[src/rtl/i2c_mem_pkg.sv]
// Package: shared state encoding for the I2C memory target.
// Assumes: one 8-bit byte per bus transfer.
package i2c_mem_pkg;
    typedef enum logic [2:0] {
        ST_IDLE,     // waiting for START
        ST_HDR,      // shifting in the address header
        ST_HDR_ACK,  // driving the header acknowledge
        ST_WR_BYTE,  // receiving a pointer or data byte
        ST_WR_ACK,   // driving the data acknowledge
        ST_RD_BYTE,  // transmitting a data byte
        ST_RD_ACK,   // sampling the master acknowledge
        ST_IGNORE    // off the bus until START or STOP
    } bus_state_t;
endpackage

[src/rtl/i2c_line_sync.sv]
// Module: brings SCL/SDA into the clock domain and flags SCL edges,
// START and STOP. Assumes the lines idle high; resets to that level.
module i2c_line_sync #(
    parameter int STAGES = 2
) (
    input  logic clk,
    input  logic rst_n,
    input  logic scl_i,
    input  logic sda_i,
    output logic scl_o,
    output logic sda_o,
    output logic scl_rise_o,
    output logic scl_fall_o,
    output logic start_o,
    output logic stop_o
);
    logic [STAGES-1:0] scl_ff;
    logic [STAGES-1:0] sda_ff;
    logic              scl_prev;
    logic              sda_prev;

    // Synchronizer chains plus one history flop per line.
    always_ff @(posedge clk) begin
        if (!rst_n) begin
            scl_ff   <= '1;
            sda_ff   <= '1;
            scl_prev <= 1'b1;
            sda_prev <= 1'b1;
        end else begin
            scl_ff   <= {scl_ff[STAGES-2:0], scl_i};
            sda_ff   <= {sda_ff[STAGES-2:0], sda_i};
            scl_prev <= scl_ff[STAGES-1];
            sda_prev <= sda_ff[STAGES-1];
        end
    end

    // Edge and bus-condition decode from current and previous levels.
    always_comb begin
        scl_o      = scl_ff[STAGES-1];
        sda_o      = sda_ff[STAGES-1];
        scl_rise_o = scl_o & ~scl_prev;
        scl_fall_o = ~scl_o & scl_prev;
        start_o    = scl_o & scl_prev & sda_prev & ~sda_o;
        stop_o     = scl_o & scl_prev & ~sda_prev & sda_o;
    end


    start_stop_excl_chk: assert property (@(posedge clk) disable iff (!rst_n)
        !(start_o && stop_o));
endmodule

[src/rtl/i2c_scl_timeout.sv]
// Module: counts timeout ticks while SCL is low and the oscillator is
// enabled; emits a one-cycle pulse when the limit is reached.
// Assumes tick_i is a one-cycle strobe. Clears whenever SCL is high.
module i2c_scl_timeout #(
    parameter int TO_TICKS = 16
) (
    input  logic clk,
    input  logic rst_n,
    input  logic scl_low_i,
    input  logic tick_i,
    input  logic osc_en_i,
    output logic timeout_o
);
    localparam int CW = $clog2(TO_TICKS + 1);
    localparam logic [CW-1:0] LIMIT = CW'(TO_TICKS);

    logic [CW-1:0] cnt;
    logic          step;

    assign step = scl_low_i && osc_en_i && tick_i && (cnt != LIMIT);

    // Tick counter with saturation and a registered limit pulse.
    always_ff @(posedge clk) begin
        if (!rst_n) begin
            cnt       <= '0;
            timeout_o <= 1'b0;
        end else begin
            timeout_o <= step && (cnt == LIMIT - 1'b1);
            if (!scl_low_i)
                cnt <= '0;
            else if (step)
                cnt <= cnt + 1'b1;
        end
    end


    osc_gate_chk: assert property (@(posedge clk) disable iff (!rst_n)
        (scl_low_i && !osc_en_i) |=> $stable(cnt));

    low_needed_chk: assert property (@(posedge clk) disable iff (!rst_n)
        timeout_o |-> $past(scl_low_i));
endmodule

[src/rtl/i2c_mem_fsm.sv]
// Module: bit-level I2C target engine with byte pointer and memory port.
// Assumes synchronized SCL edges and START/STOP flags. Changes SDA only
// after SCL falls. Never holds SCL.
module i2c_mem_fsm
    import i2c_mem_pkg::*;
#(
    parameter logic [6:0] DEV_ADDR = 7'h68,
    parameter int         ADDR_W   = 6
) (
    input  logic              clk,
    input  logic              rst_n,
    input  logic              sda_s_i,
    input  logic              scl_rise_i,
    input  logic              scl_fall_i,
    input  logic              start_i,
    input  logic              stop_i,
    input  logic              timeout_i,
    output logic              sda_pull_o,
    output logic [ADDR_W-1:0] mem_addr_o,
    output logic [7:0]        mem_wdata_o,
    output logic              mem_we_o,
    input  logic [7:0]        mem_rdata_i
);
    localparam logic [3:0] BITS = 4'd8;

    bus_state_t        st;
    logic [7:0]        shreg;
    logic [3:0]        bitcnt;
    logic [ADDR_W-1:0] ptr;
    logic              rw;
    logic              ptr_phase;
    logic              mack;

    assign mem_addr_o = ptr;

    // Transaction state, shift register, pointer and SDA drive.
    always_ff @(posedge clk) begin
        if (!rst_n) begin
            st          <= ST_IDLE;
            shreg       <= '0;
            bitcnt      <= '0;
            ptr         <= '0;
            rw          <= 1'b0;
            ptr_phase   <= 1'b0;
            mack        <= 1'b0;
            sda_pull_o  <= 1'b0;
            mem_we_o    <= 1'b0;
            mem_wdata_o <= '0;
        end else begin
            mem_we_o <= 1'b0;
            if (mem_we_o)
                ptr <= ptr + 1'b1;
            if (timeout_i || stop_i) begin
                st         <= ST_IDLE;
                sda_pull_o <= 1'b0;
            end else if (start_i) begin
                st         <= ST_HDR;
                bitcnt     <= '0;
                sda_pull_o <= 1'b0;
                ptr_phase  <= 1'b1;
            end else begin
                case (st)
                    ST_HDR: begin
                        if (scl_rise_i) begin
                            shreg  <= {shreg[6:0], sda_s_i};
                            bitcnt <= bitcnt + 1'b1;
                        end else if (scl_fall_i && bitcnt == BITS) begin
                            if (shreg[7:1] == DEV_ADDR) begin
                                sda_pull_o <= 1'b1;
                                rw         <= shreg[0];
                                st         <= ST_HDR_ACK;
                            end else begin
                                st <= ST_IGNORE;
                            end
                        end
                    end
                    ST_HDR_ACK: begin
                        if (scl_fall_i) begin
                            bitcnt <= '0;
                            if (rw) begin
                                shreg      <= mem_rdata_i;
                                sda_pull_o <= ~mem_rdata_i[7];
                                st         <= ST_RD_BYTE;
                            end else begin
                                sda_pull_o <= 1'b0;
                                st         <= ST_WR_BYTE;
                            end
                        end
                    end
                    ST_WR_BYTE: begin
                        if (scl_rise_i) begin
                            shreg  <= {shreg[6:0], sda_s_i};
                            bitcnt <= bitcnt + 1'b1;
                        end else if (scl_fall_i && bitcnt == BITS) begin
                            sda_pull_o <= 1'b1;
                            st         <= ST_WR_ACK;
                            if (ptr_phase) begin
                                ptr       <= shreg[ADDR_W-1:0];
                                ptr_phase <= 1'b0;
                            end else begin
                                mem_we_o    <= 1'b1;
                                mem_wdata_o <= shreg;
                            end
                        end
                    end
                    ST_WR_ACK: begin
                        if (scl_fall_i) begin
                            sda_pull_o <= 1'b0;
                            bitcnt     <= '0;
                            st         <= ST_WR_BYTE;
                        end
                    end
                    ST_RD_BYTE: begin
                        if (scl_rise_i) begin
                            bitcnt <= bitcnt + 1'b1;
                        end else if (scl_fall_i) begin
                            if (bitcnt == BITS) begin
                                sda_pull_o <= 1'b0;
                                ptr        <= ptr + 1'b1;
                                st         <= ST_RD_ACK;
                            end else begin
                                sda_pull_o <= ~shreg[6];
                                shreg      <= {shreg[6:0], 1'b0};
                            end
                        end
                    end
                    ST_RD_ACK: begin
                        if (scl_rise_i) begin
                            mack <= ~sda_s_i;
                        end else if (scl_fall_i) begin
                            if (mack) begin
                                shreg      <= mem_rdata_i;
                                sda_pull_o <= ~mem_rdata_i[7];
                                bitcnt     <= '0;
                                st         <= ST_RD_BYTE;
                            end else begin
                                st <= ST_IGNORE;
                            end
                        end
                    end
                    default: ;
                endcase
            end
        end
    end


    timeout_release_chk: assert property (@(posedge clk) disable iff (!rst_n)
        timeout_i |=> (!sda_pull_o && st == ST_IDLE));

    ignore_no_write_chk: assert property (@(posedge clk) disable iff (!rst_n)
        (st == ST_IGNORE) |-> !mem_we_o);

    ptr_advance_chk: assert property (@(posedge clk) disable iff (!rst_n)
        mem_we_o |=> (mem_addr_o == $past(mem_addr_o) + 1'b1));

    nack_release_chk: assert property (@(posedge clk) disable iff (!rst_n)
        (st == ST_RD_ACK && scl_fall_i && !mack && !start_i && !stop_i && !timeout_i)
            |=> (!sda_pull_o && st == ST_IGNORE));
endmodule

[src/rtl/i2c_mem_target.sv]
// Module: top of the I2C memory target. Joins line synchronizer, SCL-low
// watchdog and bus engine. Assumes an external 2**ADDR_W x 8 memory with
// combinational read data. Drives SDA only as an open-drain pull.
module i2c_mem_target #(
    parameter logic [6:0] DEV_ADDR    = 7'h68,
    parameter int         ADDR_W      = 6,
    parameter int         TO_TICKS    = 16,
    parameter int         SYNC_STAGES = 2
) (
    input  logic              clk,
    input  logic              rst_n,
    input  logic              scl_i,
    input  logic              sda_i,
    output logic              sda_pull_o,
    input  logic              tick_i,
    input  logic              osc_en_i,
    output logic [ADDR_W-1:0] mem_addr_o,
    output logic [7:0]        mem_wdata_o,
    output logic              mem_we_o,
    input  logic [7:0]        mem_rdata_i
);
    logic scl_s, sda_s, scl_rise, scl_fall, start_det, stop_det, timeout;

    i2c_line_sync #(.STAGES(SYNC_STAGES)) u_sync (
        .clk(clk), .rst_n(rst_n), .scl_i(scl_i), .sda_i(sda_i),
        .scl_o(scl_s), .sda_o(sda_s), .scl_rise_o(scl_rise),
        .scl_fall_o(scl_fall), .start_o(start_det), .stop_o(stop_det)
    );

    i2c_scl_timeout #(.TO_TICKS(TO_TICKS)) u_tmo (
        .clk(clk), .rst_n(rst_n), .scl_low_i(~scl_s), .tick_i(tick_i),
        .osc_en_i(osc_en_i), .timeout_o(timeout)
    );

    i2c_mem_fsm #(.DEV_ADDR(DEV_ADDR), .ADDR_W(ADDR_W)) u_fsm (
        .clk(clk), .rst_n(rst_n), .sda_s_i(sda_s), .scl_rise_i(scl_rise),
        .scl_fall_i(scl_fall), .start_i(start_det), .stop_i(stop_det),
        .timeout_i(timeout), .sda_pull_o(sda_pull_o), .mem_addr_o(mem_addr_o),
        .mem_wdata_o(mem_wdata_o), .mem_we_o(mem_we_o), .mem_rdata_i(mem_rdata_i)
    );


    reset_quiet_chk: assert property (@(posedge clk)
        $past(!rst_n) |-> (!sda_pull_o && !mem_we_o));
endmodule

[config.mk]
export PLATFORM = sky130hd
export DESIGN_NAME = i2c_mem_target
export DESIGN_NICKNAME = d
export VERILOG_FILES = /design/src/rtl/i2c_mem_pkg.sv /design/src/rtl/i2c_line_sync.sv /design/src/rtl/i2c_scl_timeout.sv /design/src/rtl/i2c_mem_fsm.sv /design/src/rtl/i2c_mem_target.sv
export SDC_FILE = /design/constraint.sdc
export NUM_CORES = 1
export LEC_CHECK = 0
export BUFFER_PORTS_ARGS = -buffer_cell sky130_fd_sc_hd__buf_2
export CELL_PAD_IN_SITES_DETAIL_PLACEMENT = 1
export CELL_PAD_IN_SITES_GLOBAL_PLACEMENT = 1
export CORE_MARGIN = 2
export CORE_UTILIZATION = 49
export CTS_BUF_LIST = sky130_fd_sc_hd__clkbuf_8
export CTS_CLUSTER_SIZE = 20
export DETAILED_ROUTE_END_ITERATION = 8
export PLACE_DENSITY_LB_ADDON = 0.1
export SYNTH_ARGS = -nofsm -noshare
export SYNTH_HDL_FRONTEND = slang
export SYNTH_HIERARCHICAL = 1
export SYNTH_SLANG_ARGS = --single-unit
[constraint.sdc]
create_clock -name clk -period 4.7 [get_ports clk]
set_clock_uncertainty 0.1 [all_clocks]
set_input_delay 0 -clock clk [delete_from_list [all_inputs] [get_ports clk]]
set_output_delay 0 -clock clk [all_outputs]
set_load 0.02 [all_outputs]
Word level (Yosys, flattened, before mapping)
Index checks and enable logic that the tools add are counted.
W data, S select, Z words.
{"block": "totals", "reg_bits": 46, "latch_bits": 0, "mem_bits_rw": 0, "romBits": 0, "in_bits": 14, "output_inout_bits": 16, "wordCells": 172, "mem_count": 0}
{"block": "classes", "addsub": 3, "multipliers": 0, "div_mod_pow": 0, "n_lt_le_gt_ge": 0, "n_eq_ne": 41, "shift": 0, "mux": 63, "n_bitwise": 20, "reduce_logical": 28}
{"cell": "$mux W8", "count": 9}
{"cell": "$mux W6", "count": 9}
{"cell": "$mux W3", "count": 13}
{"cell": "$reduce_and A12 Y1", "count": 3}
{"cell": "$pmux W8 S4", "count": 1}
{"cell": "$mux W4", "count": 6}
{"cell": "$ne A2 B1 Y1 const B", "count": 12}
{"cell": "$ne A3 B2 Y1 const B", "count": 8}
{"cell": "$mux W1", "count": 20}
{"cell": "$pmux W3 S6", "count": 1}
{"cell": "$not A1 Y1", "count": 13}
{"cell": "$reduce_and A13 Y1", "count": 1}
{"cell": "$ne A3 B3 Y1 const B", "count": 4}
{"cell": "$pmux W4 S3", "count": 1}
{"cell": "$pmux W6 S2", "count": 1}
{"cell": "$reduce_and A6 Y1", "count": 2}
{"cell": "$ne A2 B2 Y1 const B", "count": 5}
{"cell": "$eq A3 B3 Y1 const B", "count": 3}
{"cell": "$reduce_and A4 Y1", "count": 2}
{"cell": "$reduce_bool A4 Y1", "count": 2}
{"cell": "$reduce_or A2 Y1", "count": 4}
{"cell": "$and A1 B1 Y1", "count": 7}
{"cell": "$eq A7 B7 Y1 const B", "count": 1}
{"cell": "$reduce_and A7 Y1", "count": 1}
{"cell": "18 further kinds", "count": 26}

Depth between registers and ports, before layout
{"block": "depth", "word_depth": 8, "ltp_mapped": 8, "ltp_nobuf": 7}

Cells and area by module
Netlist, hierarchy kept.
{"mod": "i2c_mem_fsm", "instances": 1, "cells_per_inst": 263, "area_each_um2": 2090.8, "seq_area_each_um2": 680.7}
{"mod": "i2c_scl_timeout", "instances": 1, "cells_per_inst": 35, "area_each_um2": 312.8, "seq_area_each_um2": 120.1}
{"mod": "i2c_line_sync", "instances": 1, "cells_per_inst": 16, "area_each_um2": 190.2, "seq_area_each_um2": 120.1}
{"mod": "i2c_mem_target", "instances": 1, "cells_per_inst": 1, "area_each_um2": 3.8, "seq_area_each_um2": 0.0}

Least setup slack after synthesis
OpenSTA, ideal clock, no wires.
{"block": "synth_timing", "kind": "register to register", "startpoint": "register u_sync.scl_ff[1]", "endpoint": "register u_fsm.shreg[7]", "arrival_ps": 1868, "t_required_ps": 4512, "setup_slack_ps": 2644, "stages_incl_launch_ff": 9, "path_buffers": 2, "synth_period_minus_slack_ps": 2056, "cell_sequence": "dfxtp_1 nor2b_1 buf_6 nor2b_1 or3_1 a221oi_4 buf_6 nor2_2 a311oi_2"}
{"element": "from (decl)", "line": "i2c_line_sync.sv:17", "rtl": "logic [STAGES-1:0] scl_ff;"}
{"element": "from (signal assigned)", "line": "i2c_line_sync.sv:30", "rtl": "scl_ff <= {scl_ff[STAGES-2:0], scl_i};"}
{"element": "$and A1 B1 Y1 *", "line": "i2c_line_sync.sv:41", "rtl": "scl_rise_o = scl_o & ~scl_prev;"}
{"element": "named net scl_rise", "line": "i2c_mem_target.sv:22", "rtl": "logic scl_s, sda_s, scl_rise, scl_fall, start_det, stop_det, timeout;"}
{"element": "$ne A2 B1 Y1 (no line) or $ne A2 B2 Y1 (tied branches)"}
{"element": "$reduce_and A12 Y1 (no line) *"}
{"element": "to (signal assigned)", "line": "i2c_mem_fsm.sv:65", "rtl": "shreg <= {shreg[6:0], sda_s_i};"}
{"element": "to (signal assigned)", "line": "i2c_mem_fsm.sv:81", "rtl": "shreg <= mem_rdata_i;"}
{"element": "to (signal assigned)", "line": "i2c_mem_fsm.sv:92", "rtl": "shreg <= {shreg[6:0], sda_s_i};"}
{"element": "to (decl)", "line": "i2c_mem_fsm.sv:27", "rtl": "logic [7:0] shreg;"}
The timed path passes the listed nets; every way through them passes the cells marked *.
A chain may end at the register's enable or synchronous reset.

Final worst setup path
{"block": "layout_timing", "startpoint": "register u_sync.scl_ff[1]", "endpoint": "register u_fsm.shreg[0]"}
Same word-level chain as after synthesis.

==> metrics.csv <==
stage,metric,value,unit
run_status,status,"complete, no violations",
logic_synthesis,synthesized area per cell,8.25,sq um
timing,Tcrit/Tclk final,59.4,%
finish,Fill cells,642,
timing,Max Clock Freq,358,MHz
placed_design,Port Buffers,29,
clock_network,TritonCTS clock tree,done,
clock_network,Post-CTS Setup Inserts,0,
logic_synthesis,top post-synthesis cells by count,"46 x dfxtp_1, 40 x nor2_1, 30 x nand2_1, 21 x a21oi_1, 14 x nand3_1",
floorplan,Top Ports,30,
critical_path,Worst Setup SP,u_sync/scl_ff[1],
finish,layout cells sized above 1,14.8,%
flow_run,MaxCap Viol Count,0,
hold_path,Min-Delay Path Class,in2reg,
placed_design,Placer Congestion,0.823,
critical_path,"Req. time, crit path",4.83,ns
logic_synthesis,Synth area leader,dfxtp_1,
timing,Max Slew Vio Count,0,
critical_path,"critical path fanouts, max",16,
power,PwrDens,249,nW/um^2
clock_network,Num CTS Buffers,5,
drt,# DRC,0,
logic_synthesis,share of flip-flops with an asynchronous set or reset,0,%
clock_network,CTS root buf,clkbuf_8,
critical_path,WS Path Type,reg2reg,
logic_synthesis,Syn Nets,335,
floorplan,DIE HEIGHT,76.8,microns
critical_path,crit-path cells,"nor2b_1, nor2b_1, or3_1, a221oi_4, nor2_1, a211oi_2",
clock_network,Skew-Pair Late Insertion Delay,0.31,ns
logic_synthesis,"Distinct cells, synth",60,
timing,RSZ-0062 raised after global routing,no,
power,overall power,744,uW
drt,wire per inst,19.0,microns
floorplan,die width,76.8,microns
clock_network,CTS sink count,46,
logic_synthesis,Yosys warnings,6,
logic_synthesis,top post-synthesis cells by area,"dfxtp_1 35%, nor2_1 5.8%, nand2_1 4.3%",
logic_synthesis,cells after synthesis,315,
drt,Routed WL,7.98,mm
drt,Detailed Route Iter0 Violations,261,
drt,Via density,6.02,
drt,ANT nets after route,0,
global_routing,gr usage total,28.6,%
power,static leakage,1.19,nW
critical_path,Worst Path Arrival,2.92,ns
floorplan,Initial Utilization,50.9,%
global_routing,vias in the first global route,2650,
global_routing,antenna violations before repair,0,
finish,area delta synth->final,15.0,%
critical_path,reg2reg start,u_sync/scl_ff[1],
critical_path,kind of cell adding the most delay to the critical path,simple AND/OR/NAND/NOR gates,
finish,antenna cells,0,
drt,DRT Pass-1 Iters,4,
critical_path,Worst Path Buf+Inv,0,
critical_path,slowest library cell on the worst path,a221oi_4,
floorplan,Core ar.,5110,sq um
logic_synthesis,share of the synthesized area in the top cell type,35.5,%
finish,FF/Latch Area,921,sq um
timing,setup tns final,0,ns
logic_synthesis,most common cell in the synthesized netlist,dfxtp_1,
timing,minimum period implied by the final worst setup slack,2.79,ns
clock_network,CTS max path bufs,2,
timing,Rel. slew slack,40.8,%
timing,Worst-Margin Slew,0.887,ns
logic_synthesis,"flops & latches, synth",46,
timing,final setup violation count,0,
finish,Multi-input gate area,1550,sq um
critical_path,Startpoint Class,flop,
clock_network,"Reg clk slew, reported paths",0.10,ns
timing,Fin. Hold Viols,0,
logic_synthesis,Main synth FF type,dfxtp_1,
global_routing,largest net degree at the start of global routing,26,
critical_path,Crit path top cell by count,nor2b_1,
critical_path,Crit. End Element,flop,
logic_synthesis,sequential-to-total area share from yosys stat,35.5,%
floorplan,die area,5900,sq um
clock_network,htree depth,2,
floorplan,num rows,26,
global_routing,gr ovfl total,0,
power,VDD IR max,0.172,mV
placed_design,HPWL after DPL,5.13,mm
global_routing,first-pass GRT wire length,13.5,mm
hold_path,min-delay src,tick_i,
logic_synthesis,Mapped Area,2600,sq um
critical_path,Crit path largest cell delay,0.69,ns
logic_synthesis,Post-synth EDFFs,0,
finish,nets,370,
drt,via count,2536,
path summary, 6_finish.rpt:
path | endpoint | slack (ns) | depth (start not counted)
max | u_fsm/shreg[0] | 1.91 | 6
min | u_tmo/cnt[3] | 0.03 | 4
max reg2reg | u_fsm/shreg[0] | 1.91 | 6
min reg2reg | u_sync/scl_ff[1] | 0.32 | 1
placed cells by master (no fill, tap or decap), types with 2 or more instances in the layout:
cell type / count
dfxtp_1: 46
nor2_1: 40
nand2_1: 30
buf_2: 29
a21oi_1: 21
dlygate4sd3_1: 14
nand3_1: 14
o21ai_0: 13
inv_1: 12
mux2i_1: 10
nor2b_1: 7
nand2b_1: 7
xor2_1: 7
a311oi_1: 7
ha_1: 6
clkbuf_8: 5
nand4_1: 5
nor3_1: 5
o211ai_1: 5
and3_1: 4
a211o_1: 4
a31oi_1: 4
nor4_1: 4
o32ai_1: 3
and4b_1: 3
and3b_1: 3
a211oi_1: 3
or3_1: 3
nand3b_1: 2
o211a_1: 2
or3b_2: 2
a221oi_1: 2
power by group:
group	internal (mW)	switching (mW)	leakage, nW	total, mW
Clock	0.112	0.159	0.0506	0.270
Combinational	0.0266	0.0373	0.765	0.0639
Sequential	0.397	0.0121	0.373	0.409
state kept, by name (all words and copies together) (netlist names):
signal,count
u_fsm/bitcnt,4
u_fsm/mack,1
u_fsm/mem_addr_o,6
u_fsm/mem_wdata_o,8
u_fsm/mem_we_o,1
u_fsm/ptr_phase,1
u_fsm/rw,1
u_fsm/sda_pull_o,1
u_fsm/shreg,8
u_fsm/st,3
u_sync/scl_ff,2
u_sync/scl_prev,1
u_sync/sda_ff,2
u_sync/sda_prev,1
u_tmo/cnt,5
u_tmo/timeout_o,1
area by class of cell:
cell class                      count  area share, %
Multi-Input combinational cell    242           51.9
Sequential cell                    46           30.8
Timing Repair Buffer               43           9.55
Tap cell                           70           2.93
Clock buffer                        5           2.30
Inverter                           12           1.51
Clock inverter                      3          0.964
per-layer routing:
layer / vias up / share of wire [%] / global-route usage [%]
met1: 1235 / 46 / 36.5
li1: 1221 / - / -
met2: 67 / 48 / 48.5
met4: 0 / 1.6 / 9.27
met3: 13 / 4.5 / 5.18
met5: - / 0 / 0
repair_timing:
item / 4_1_cts / 5_1_grt
hold endpoints to repair: 16 / 0
resized for setup: 0 / 0
endpoints found under the setup margin: 0 / 0
hold buffers: 14 / 0
worst min-delay path, cell delays in order:
cell	delay, ns
buf_2	0.11
nand3_2	0.11
or3_1	0.12
a21oi_1	0.05
kinds of logic (layout without fill, tap and decap cells):
logic type | count (synthesis) | in the layout | share of synthesized area, %
muxes | 11 | 11 | 4.29
and+or+nand+nor | 143 | 143 | 29.5
AOI/OAI and AO/OA | 74 | 74 | 20.3
DFF | 46 | 46 | 35.5
buffers and inverters | 27 | 63 | 4.87
adders and majority gates | 6 | 6 | 2.89
xor gates and xnor gates | 8 | 8 | 2.70
stage by stage:
step / cells / hold WS (ns) / util (%) / cell area [sq um] / worst slack, ns
floorplan: 315 / -0.0270 / - / 2600 / 2.64
global placement: 399 / 0.0818 / 53.8 / 2750 / 2.20
detailed placement: 399 / 0.0896 / 53.8 / 2750 / 2.04
global route: 421 / 0.0437 / 58.5 / 2990 / 1.69
CTS: 421 / 0.00733 / 58.5 / 2990 / 1.97
finish: 421 / 0.0289 / 58.5 / 2990 / 1.91
Note: power is estimated with default switching activity, not from simulation.
